--- config.mk ---
export PLATFORM = sky130hd
export DESIGN_NAME = exc_entry_unit
export DESIGN_NICKNAME = d
export VERILOG_FILES = /design/src/rtl/exc_entry_pkg.sv /design/src/rtl/exc_pc_select.sv /design/src/rtl/exc_status_update.sv /design/src/rtl/exc_vector_gen.sv /design/src/rtl/exc_entry_unit.sv
export SDC_FILE = /design/constraint.sdc
export NUM_CORES = 1
export LEC_CHECK = 0
export ABC_CLOCK_PERIOD_IN_PS = 2600
export CAP_MARGIN = 20
export CORE_MARGIN = 2
export CORE_UTILIZATION = 45
export CTS_CLUSTER_SIZE = 8
export DETAILED_ROUTE_END_ITERATION = 7
export DONT_BUFFER_PORTS = 1
export PLACE_DENSITY = 0.64
export SYNTH_ARGS = -nofsm -noshare
export SYNTH_HDL_FRONTEND = slang
export SYNTH_SLANG_ARGS = --single-unit
--- constraint.sdc ---
create_clock -name clk -period 2.6 [get_ports clk]
set_input_delay 0.26 -clock clk [delete_from_list [all_inputs] [get_ports clk]]
set_output_delay 0.26 -clock clk [all_outputs]
set_load 0.1 [all_outputs]
--- src/rtl/exc_entry_pkg.sv ---
package exc_entry_pkg;

  // Status word bit positions
  localparam int SRB_SUPV  = 0;
  localparam int SRB_TICKE = 1;
  localparam int SRB_INTE  = 2;
  localparam int SRB_DMMUE = 5;
  localparam int SRB_IMMUE = 6;
  localparam int SRB_DSEXC = 13;

  // Causes that resume after the faulting instruction
  localparam int CAUSE_TICK    = 5;
  localparam int CAUSE_EXTINT  = 8;
  localparam int CAUSE_SYSCALL = 12;
  localparam int CAUSE_FPU     = 13;

  typedef enum logic {
    ENTRY_IDLE = 1'b0,
    ENTRY_BUSY = 1'b1
  } entry_state_e;

endpackage

--- src/rtl/exc_pc_select.sv ---
module exc_pc_select
  import exc_entry_pkg::*;
#(
  parameter int XLEN    = 32,
  parameter int CAUSE_W = 5,
  parameter int INSN_BYTES = 4
) (
  input  logic [CAUSE_W-1:0] cause,
  input  logic               in_slot,
  input  logic [XLEN-1:0]    cur_pc,
  input  logic [XLEN-1:0]    nxt_pc,
  input  logic [XLEN-1:0]    br_pc,
  output logic               resume_after,
  output logic [XLEN-1:0]    save_pc
);

  function automatic logic is_resume_cls(input logic [CAUSE_W-1:0] c);
    return (c == CAUSE_W'(CAUSE_TICK))    || (c == CAUSE_W'(CAUSE_EXTINT)) ||
           (c == CAUSE_W'(CAUSE_SYSCALL)) || (c == CAUSE_W'(CAUSE_FPU));
  endfunction

  function automatic logic [XLEN-1:0] pick_pc(
    input logic            slot,
    input logic            resume,
    input logic [XLEN-1:0] pc,
    input logic [XLEN-1:0] npc,
    input logic [XLEN-1:0] bpc
  );
    logic [XLEN-1:0] r;
    unique case ({slot, resume})
      2'b00:   r = pc;
      2'b01:   r = npc;
      2'b10:   r = pc - XLEN'(INSN_BYTES);
      default: r = bpc;
    endcase
    return r;
  endfunction

  always_comb begin
    resume_after = is_resume_cls(cause);
    save_pc      = pick_pc(in_slot, resume_after, cur_pc, nxt_pc, br_pc);
  end

endmodule

--- src/rtl/exc_status_update.sv ---
module exc_status_update
  import exc_entry_pkg::*;
#(
  parameter int XLEN = 32
) (
  input  logic [XLEN-1:0] sr_in,
  input  logic            in_slot,
  output logic [XLEN-1:0] sr_new
);

  localparam logic [XLEN-1:0] CLR_MASK =
    (XLEN'(1) << SRB_TICKE) | (XLEN'(1) << SRB_INTE) |
    (XLEN'(1) << SRB_DMMUE) | (XLEN'(1) << SRB_IMMUE);
  localparam logic [XLEN-1:0] SET_MASK = XLEN'(1) << SRB_SUPV;
  localparam logic [XLEN-1:0] DSX_MASK = XLEN'(1) << SRB_DSEXC;

  function automatic logic [XLEN-1:0] enter_status(
    input logic [XLEN-1:0] s,
    input logic            slot
  );
    logic [XLEN-1:0] r;
    r = (s & ~CLR_MASK) | SET_MASK;
    if (slot) r = r | DSX_MASK;
    return r;
  endfunction

  always_comb sr_new = enter_status(sr_in, in_slot);

endmodule

--- src/rtl/exc_vector_gen.sv ---
module exc_vector_gen #(
  parameter int XLEN      = 32,
  parameter int CAUSE_W   = 5,
  parameter int EXC_COUNT = 15,
  parameter int VEC_SHIFT = 8
) (
  input  logic [CAUSE_W-1:0] cause,
  output logic               cause_ok,
  output logic [XLEN-1:0]    vec_pc
);

  localparam logic [CAUSE_W:0] LIMIT = (CAUSE_W+1)'(EXC_COUNT);

  function automatic logic in_range(input logic [CAUSE_W-1:0] c);
    return (c != '0) && ({1'b0, c} < LIMIT);
  endfunction

  function automatic logic [XLEN-1:0] vector_of(input logic [CAUSE_W-1:0] c);
    return XLEN'(c) << VEC_SHIFT;
  endfunction

  always_comb begin
    cause_ok = in_range(cause);
    vec_pc   = vector_of(cause);
  end

endmodule

--- src/rtl/exc_entry_unit.sv ---
module exc_entry_unit
  import exc_entry_pkg::*;
#(
  parameter int XLEN      = 32,
  parameter int CAUSE_W   = 5,
  parameter int EXC_COUNT = 15,
  parameter int VEC_SHIFT = 8
) (
  input  logic               clk,
  input  logic               rst_n,
  input  logic               req_valid,
  input  logic [CAUSE_W-1:0] req_cause,
  input  logic [XLEN-1:0]    cur_pc,
  input  logic [XLEN-1:0]    next_pc,
  input  logic [XLEN-1:0]    branch_pc,
  input  logic               in_dslot,
  input  logic [XLEN-1:0]    cur_sr,
  output logic [XLEN-1:0]    epcr_o,
  output logic [XLEN-1:0]    esr_o,
  output logic [XLEN-1:0]    sr_o,
  output logic [XLEN-1:0]    pc_o,
  output logic               done_o,
  output logic               tlb_flush_o,
  output logic               abort_o,
  output logic               immu_bypass_o,
  output logic               dmmu_bypass_o
);

  entry_state_e    state_q;
  logic            accept;
  logic            resume_after;
  logic            cause_ok;
  logic [XLEN-1:0] save_pc;
  logic [XLEN-1:0] sr_next;
  logic [XLEN-1:0] vec_pc;

  assign accept = req_valid && (state_q == ENTRY_IDLE);

  exc_pc_select #(.XLEN(XLEN), .CAUSE_W(CAUSE_W)) u_pcsel (
    .cause        (req_cause),
    .in_slot      (in_dslot),
    .cur_pc       (cur_pc),
    .nxt_pc       (next_pc),
    .br_pc        (branch_pc),
    .resume_after (resume_after),
    .save_pc      (save_pc)
  );

  exc_status_update #(.XLEN(XLEN)) u_srupd (
    .sr_in   (cur_sr),
    .in_slot (in_dslot),
    .sr_new  (sr_next)
  );

  exc_vector_gen #(
    .XLEN(XLEN), .CAUSE_W(CAUSE_W), .EXC_COUNT(EXC_COUNT), .VEC_SHIFT(VEC_SHIFT)
  ) u_vec (
    .cause    (req_cause),
    .cause_ok (cause_ok),
    .vec_pc   (vec_pc)
  );

  // One busy cycle after each accept; back to idle after it
  always_ff @(posedge clk) begin
    if (!rst_n) state_q <= ENTRY_IDLE;
    else        state_q <= accept ? ENTRY_BUSY : ENTRY_IDLE;
  end

  always_ff @(posedge clk) begin
    if (!rst_n) begin
      done_o      <= 1'b0;
      tlb_flush_o <= 1'b0;
      abort_o     <= 1'b0;
    end else begin
      done_o      <= accept;
      tlb_flush_o <= accept;
      abort_o     <= accept && !cause_ok;
    end
  end

  always_ff @(posedge clk) begin
    if (!rst_n) begin
      epcr_o        <= '0;
      esr_o         <= '0;
      sr_o          <= '0;
      pc_o          <= '0;
      immu_bypass_o <= 1'b0;
      dmmu_bypass_o <= 1'b0;
    end else if (accept) begin
      epcr_o        <= save_pc;
      esr_o         <= cur_sr;
      sr_o          <= sr_next;
      immu_bypass_o <= 1'b1;
      dmmu_bypass_o <= 1'b1;
      if (cause_ok) pc_o <= vec_pc;
    end
  end

  // Assertions
  assert_done_follows_R1: assert property (@(posedge clk) disable iff (!rst_n)
    accept |=> done_o);
  assert_done_single_R1: assert property (@(posedge clk) disable iff (!rst_n)
    done_o |=> !done_o);
  assert_busy_ignored_R1: assert property (@(posedge clk) disable iff (!rst_n)
    (done_o && req_valid) |=> ($stable(epcr_o) && $stable(sr_o) && !done_o));
  assert_esr_copy_R6: assert property (@(posedge clk) disable iff (!rst_n)
    accept |=> (esr_o == $past(cur_sr)));
  assert_supervisor_R7: assert property (@(posedge clk) disable iff (!rst_n)
    accept |=> (sr_o[SRB_SUPV] && !sr_o[SRB_INTE] && !sr_o[SRB_TICKE] &&
                !sr_o[SRB_DMMUE] && !sr_o[SRB_IMMUE]));
  assert_dsx_set_R7: assert property (@(posedge clk) disable iff (!rst_n)
    (accept && in_dslot) |=> sr_o[SRB_DSEXC]);
  assert_abort_holds_pc_R9: assert property (@(posedge clk) disable iff (!rst_n)
    (accept && !cause_ok) |=> (abort_o && $stable(pc_o)));
  assert_flush_on_accept_R10: assert property (@(posedge clk) disable iff (!rst_n)
    accept |=> (tlb_flush_o && immu_bypass_o && dmmu_bypass_o));
  assert_flush_quiet_R10: assert property (@(posedge clk) disable iff (!rst_n)
    !accept |=> !tlb_flush_o);
  assert_resume_slot_R4: assert property (@(posedge clk) disable iff (!rst_n)
    (accept && in_dslot && resume_after) |=> (epcr_o == $past(branch_pc)));

endmodule

# Yosys cells after proc, flatten, opt, wreduce, memory -nomap -nowiden
# Index checks and enable logic that the tools add are counted.
[op_classes]
order_cmp = 1
addsub = 1
reduce_logical = 10
n_eq_ne = 6
mux = 3
bitwise = 1
[ops]
columns = ["op", "count"]
rows = [
  ["case mux 32 bit (3 select lines)", 1],
  ["subtractor 32 x 3 -> 32 bit (second input constant)", 1],
  ["equality test 5 x 4 -> 1 bit (second input constant)", 3],
  ["two-way mux 14 bit", 1],
  ["equality test 5 x 3 -> 1 bit (second input constant)", 1],
  ["< comparator 5 x 4 -> 1 bit (second input constant)", 1],
  ["nonzero test 5 bit", 1],
  ["logical AND 1 bit", 3],
  ["logical OR 1 bit", 3],
  ["equality test 2 x 1 -> 1 bit (second input constant)", 1],
  ["equality test 2 bit (second input constant)", 1],
  ["zero test 2 bit", 1],
  ["AND reduction 2 bit", 1],
  ["zero test 1 bit", 1],
  ["two-way mux 1 bit", 1],
  ["NOT 1 bit", 1],
]
[totals]
inputBits = 137
reg_bits = 105
out_inout_bits = 133

# Logic depth before layout (Yosys ltp)
[logic_depth]
ltp_word = 6
depth_mapped = 8
ltp_nobuf = 8

# By module
# A second synthesis with hierarchy kept.
[unflattened]
cells_unflattened = 892
area_unflattened_um2 = 6862.8
[by_module_without_submodules]
columns = ["mod", "cells_per_inst", "area_per_inst_um2", "instances"]
rows = [
  ["exc_entry_unit", 571, 4837.1, 1],
  ["exc_pc_select", 251, 1508.9, 1],
  ["exc_vector_gen", 36, 270.3, 1],
  ["exc_status_update", 34, 246.5, 1],
]

# Worst setup path after synthesis
# OpenSTA, ideal clock, no wires.
[synth_path]
kind = "register -> register"
start = "register state_q"
end = "register epcr_o[3]"
path_stages_with_launch = 8
path_buffers = 3
setup_time_ps = 74
slack_ps = 353
t_arrival_ps = 2173
cell_sequence = "dfxtp_1 > nand2b_1 > clkbuf_1 > and2_1 > clkbuf_1 > clkbuf_1 > nand2_1 > o21ai_0"
[synth_between]
elab_chain_len = 2
[synth_lines]
columns = ["item", "line", "text"]
rows = [
  ["from (decl)", "exc_entry_unit.sv:29", "entry_state_e state_q;"],
  ["from (signal assigned)", "exc_entry_unit.sv:66", "else state_q <= accept ? ENTRY_BUSY : ENTRY_IDLE;"],
  ["NOT 1 bit", "exc_entry_unit.sv:37", "assign accept = req_valid && (state_q == ENTRY_IDLE);"],
  ["logical AND 1 bit", "exc_entry_unit.sv:37", ""],
  ["to (signal assigned)", "exc_entry_unit.sv:90", "epcr_o <= save_pc;"],
  ["to (decl)", "exc_entry_unit.sv:18", "output logic [XLEN-1:0] epcr_o,"],
]
# Every way passes these cells.
# A chain may end at the register's enable or synchronous reset.

# Worst setup path after layout
[layout_path]
start = "register state_q"
end = "register pc_o[10]"
[layout_between]
elab_chain_len = 3
[layout_lines]
columns = ["item", "line", "text"]
rows = [
  ["NOT 1 bit", "exc_entry_unit.sv:37", ""],
  ["logical AND 1 bit", "exc_entry_unit.sv:37", ""],
  ["AND reduction 2 bit (no line)", "--", ""],
  ["to (signal assigned)", "exc_entry_unit.sv:95", "if (cause_ok) pc_o <= vec_pc;"],
  ["to (decl)", "exc_entry_unit.sv:21", "output logic [XLEN-1:0] pc_o,"],
]
# Every way passes these cells.

==> flow_summary.ini <==
[job]
cap_violations = 0

[clock_network]
htree_levels = 3
max-clock-path-buffers = 2
cts-root-buf = clkbuf_8
clk_latency_ns = 0.34
post_cts_buffers = 0
ctsResizeCount = 0
cts_sinks = 73
cts_tree = done
clk_pin_slew_ns = 0.07
cts_buffers = 9
hold_buffers = 0

[logic_synthesis]
synth_enable_flop_cells = 0
yosys-top-cells-area = dfxtp_1 32%, buf_4 10%, nand2_1 10%
synth_top_area_share_pct = 32.4
ys_ff_latch = 73
syn-cell-area_um2 = 4510
synth-seq-area-share_pct = 32.4
ys_types = 55
synth.avg_cell_area_um2 = 7.85
synthCells = 575
async_flop_share_pct = 0
synth_area_leader_cell = dfxtp_1
ys.flop_type = dfxtp_1
yosys_warnings = 0

[timing]
fin_worst_skew_ns = 0.00808
max_freq_ghz = 0.522
drv_slew = 0
min_period_ns = 1.91
setup_viol = 0
finalHoldViolCount = 0
setup_tns_ns = 0
finalCritPeriodShare_pct = 73.6
worstMarginPinSlew_ns = 1.02
rsz0062_at_grt = false
slew_headroom_pct = 32.0

[detailed_routing]
drc = 0
drtIter0Drc = 338
routed_via_density = 5.65
wl_per_cell_um = 17.6
postRouteAntennaNets = 0
wl_mm = 12.4
first_pass_iters = 4
route.vias.total = 3982

[finish]
antenna_cells_inserted = 0
nets = 706
mostFrequentLayoutCell = nand2_1
final.fill_count = 940
syn_to_final_growth_pct = 7.26
stdcell_area_um2 = 4840
final_cell_mix = 120 x nand2_1, 51 x buf_4, 45 x dfxtp_1
drive_gt1_share_pct = 19.1

[outcome]
outcome = finished clean

[power]
switching_share_pct = 45.5
pwr-share-comb_pct = 29.6
leakage_nw = 1.90
pwr_density_cell_nw_per_um2 = 707
p_seq_share_pct = 43.5
internal_power_w = 0.00187
p_switching_w = 0.00156
power_frac_clock_pct = 26.9
peakVddDrop_v = 0.000283

[setup_path]
crit_arrival_ns = 2.15
cp.required_ns = 2.84
critPathKind = reg2reg
reg2reg_depth = 4
worstPathMaxFanout = 5
start_kind = flip-flop
end_kind = flip-flop
reg2reg_slack_ns = 0.69
r2r_end = pc_o[10]
timing.rr.start = state_q

[place]
dp_hpwl_mm = 9.01
post_dp_cell_area_um2 = 4640
io_buffers = 0
place_congestion = 0.920

[worst_hold_path]
worstHoldStart = rst_n
hold_class = in2reg
hold_depth = 1
whs_endpoint = sr_o[0]

[die]
start_util_pct = 46.2
die_w_um = 104
dieArea_um2 = 10800
die_h_um = 104
core-area_um2 = 9770
num_rows = 36
io-pin-count = 270

[grt]
grt_first_pass_wirelength_mm = 19.7
grt_pass1_vias = 3848
grt_max_degree = 63
grt.total_usage_pct = 22.4
antenna_found_initial = 1
grt-ovfl-total = 0
==> how the worst max path moves through the flow <==
stage              start          to  cells after the start
2_1_floorplan    state_q   epcr_o[3]                      7
4_1_cts          state_q    pc_o[10]                      4
5_1_grt          state_q    pc_o[11]                      4
3_3_place_gp   cur_pc[2]  epcr_o[14]                      8
3_5_place_dp   cur_pc[2]  epcr_o[14]                      8
6_report         state_q    pc_o[10]                      4
==> cell type report <==
| type | count | area, µm² | area share, % |
|---|---|---|---|
| clock buffer | 11 | 151 | 3.13 |
| clock inverter | 4 | 51.3 | 1.06 |
| inverter | 4 | 15.0 | 0.310 |
| multi-input combinational | 428 | 2550 | 52.8 |
| sequential | 73 | 1500 | 31.0 |
| tap | 133 | 166 | 3.44 |
| timing repair buffer | 52 | 403 | 8.32 |
==> stage by stage <==
| step | hold slack [ns] | utilization [%] | cells | setup WS, ns | power, W |
|---|---|---|---|---|---|
| 6_report | 0.0362 | 49.5 | 705 | 0.686 | 0.00342 |
| 5_1_grt | 0.0102 | 49.5 | 705 | 0.510 | 0.00356 |
| 3_3_place_gp | 0.383 | 47.5 | 690 | 0.513 | 0.00252 |
| 4_1_cts | 0.0118 | 49.5 | 705 | 0.680 | 0.00345 |
| 2_1_floorplan | 0.395 | - | 605 | 0.353 | 0.00247 |
| 3_5_place_dp | 0.387 | 47.5 | 690 | 0.438 | 0.00253 |
==> cell usage after synthesis (7+ instances only) <==
cell type	count
a32o_1	10
dfxtp_1	73
a21oi_1	16
o21ai_0	37
buf_4	61
xor2_1	7
nand2_1	120
nor3_1	34
clkbuf_1	34
nand3_1	9
mux2i_1	26
nor4_1	8
nor2_1	22
a21boi_0	35
==> routing by layer <==
layer | up-vias | wire [µm] | share of wire, % | GRT usage, %
met5 | - | 7 | 0.057 | 0
met1 | 1852 | 5010 | 40 | 26.3
li1 | 1920 | - | - | -
met4 | 2 | 238 | 1.9 | 8.01
met3 | 20 | 1130 | 9.1 | 8.15
met2 | 188 | 5990 | 48 | 37.5
==> cell families (layout without fill, tap and decap cells) <==
| kind of cell | count (synthesis) | in the layout | synth area share (%) |
|---|---|---|---|
| buffers and inverters | 104 | 71 | 13.9 |
| adder cells (fa/ha/maj) | 1 | 1 | 0.277 |
| AO/OA/AOI/OAI | 133 | 133 | 20.4 |
| XOR/XNOR | 7 | 7 | 1.36 |
| AND/OR/NAND/NOR | 225 | 225 | 23.6 |
| multiplexers | 31 | 31 | 8.10 |
| flip-flops | 73 | 73 | 32.4 |
| other | 1 | 31 | 0.0831 |
==> registers in the layout, indices dropped and copies added, names as in the netlist <==
| name | flops |
|---|---|
| esr_o | 31 |
| epcr_o | 32 |
| sr_o | 3 |
| state_q | 1 |
| pc_o | 5 |
| abort_o | 1 |
==> power groups by stage <==
stage,logic [W],clock network (W),registers (W)
after floorplan,0.000717,0,0.00176
after global placement,0.00101,0,0.00152
after detailed placement,0.00101,0,0.00152
after CTS,0.00101,0.000946,0.00149
after global routing,0.00106,0.00100,0.00150
final,0.00101,0.000921,0.00149
==> critical path, stage by stage, from the launching register on <==
cell and delay, ns:
dfxtp_2 0.52, nand2b_2 0.31, nor3_1 0.65, mux2i_1 0.27, nor2b_1 0.07
Note: power is estimated with default switching activity, not from simulation.
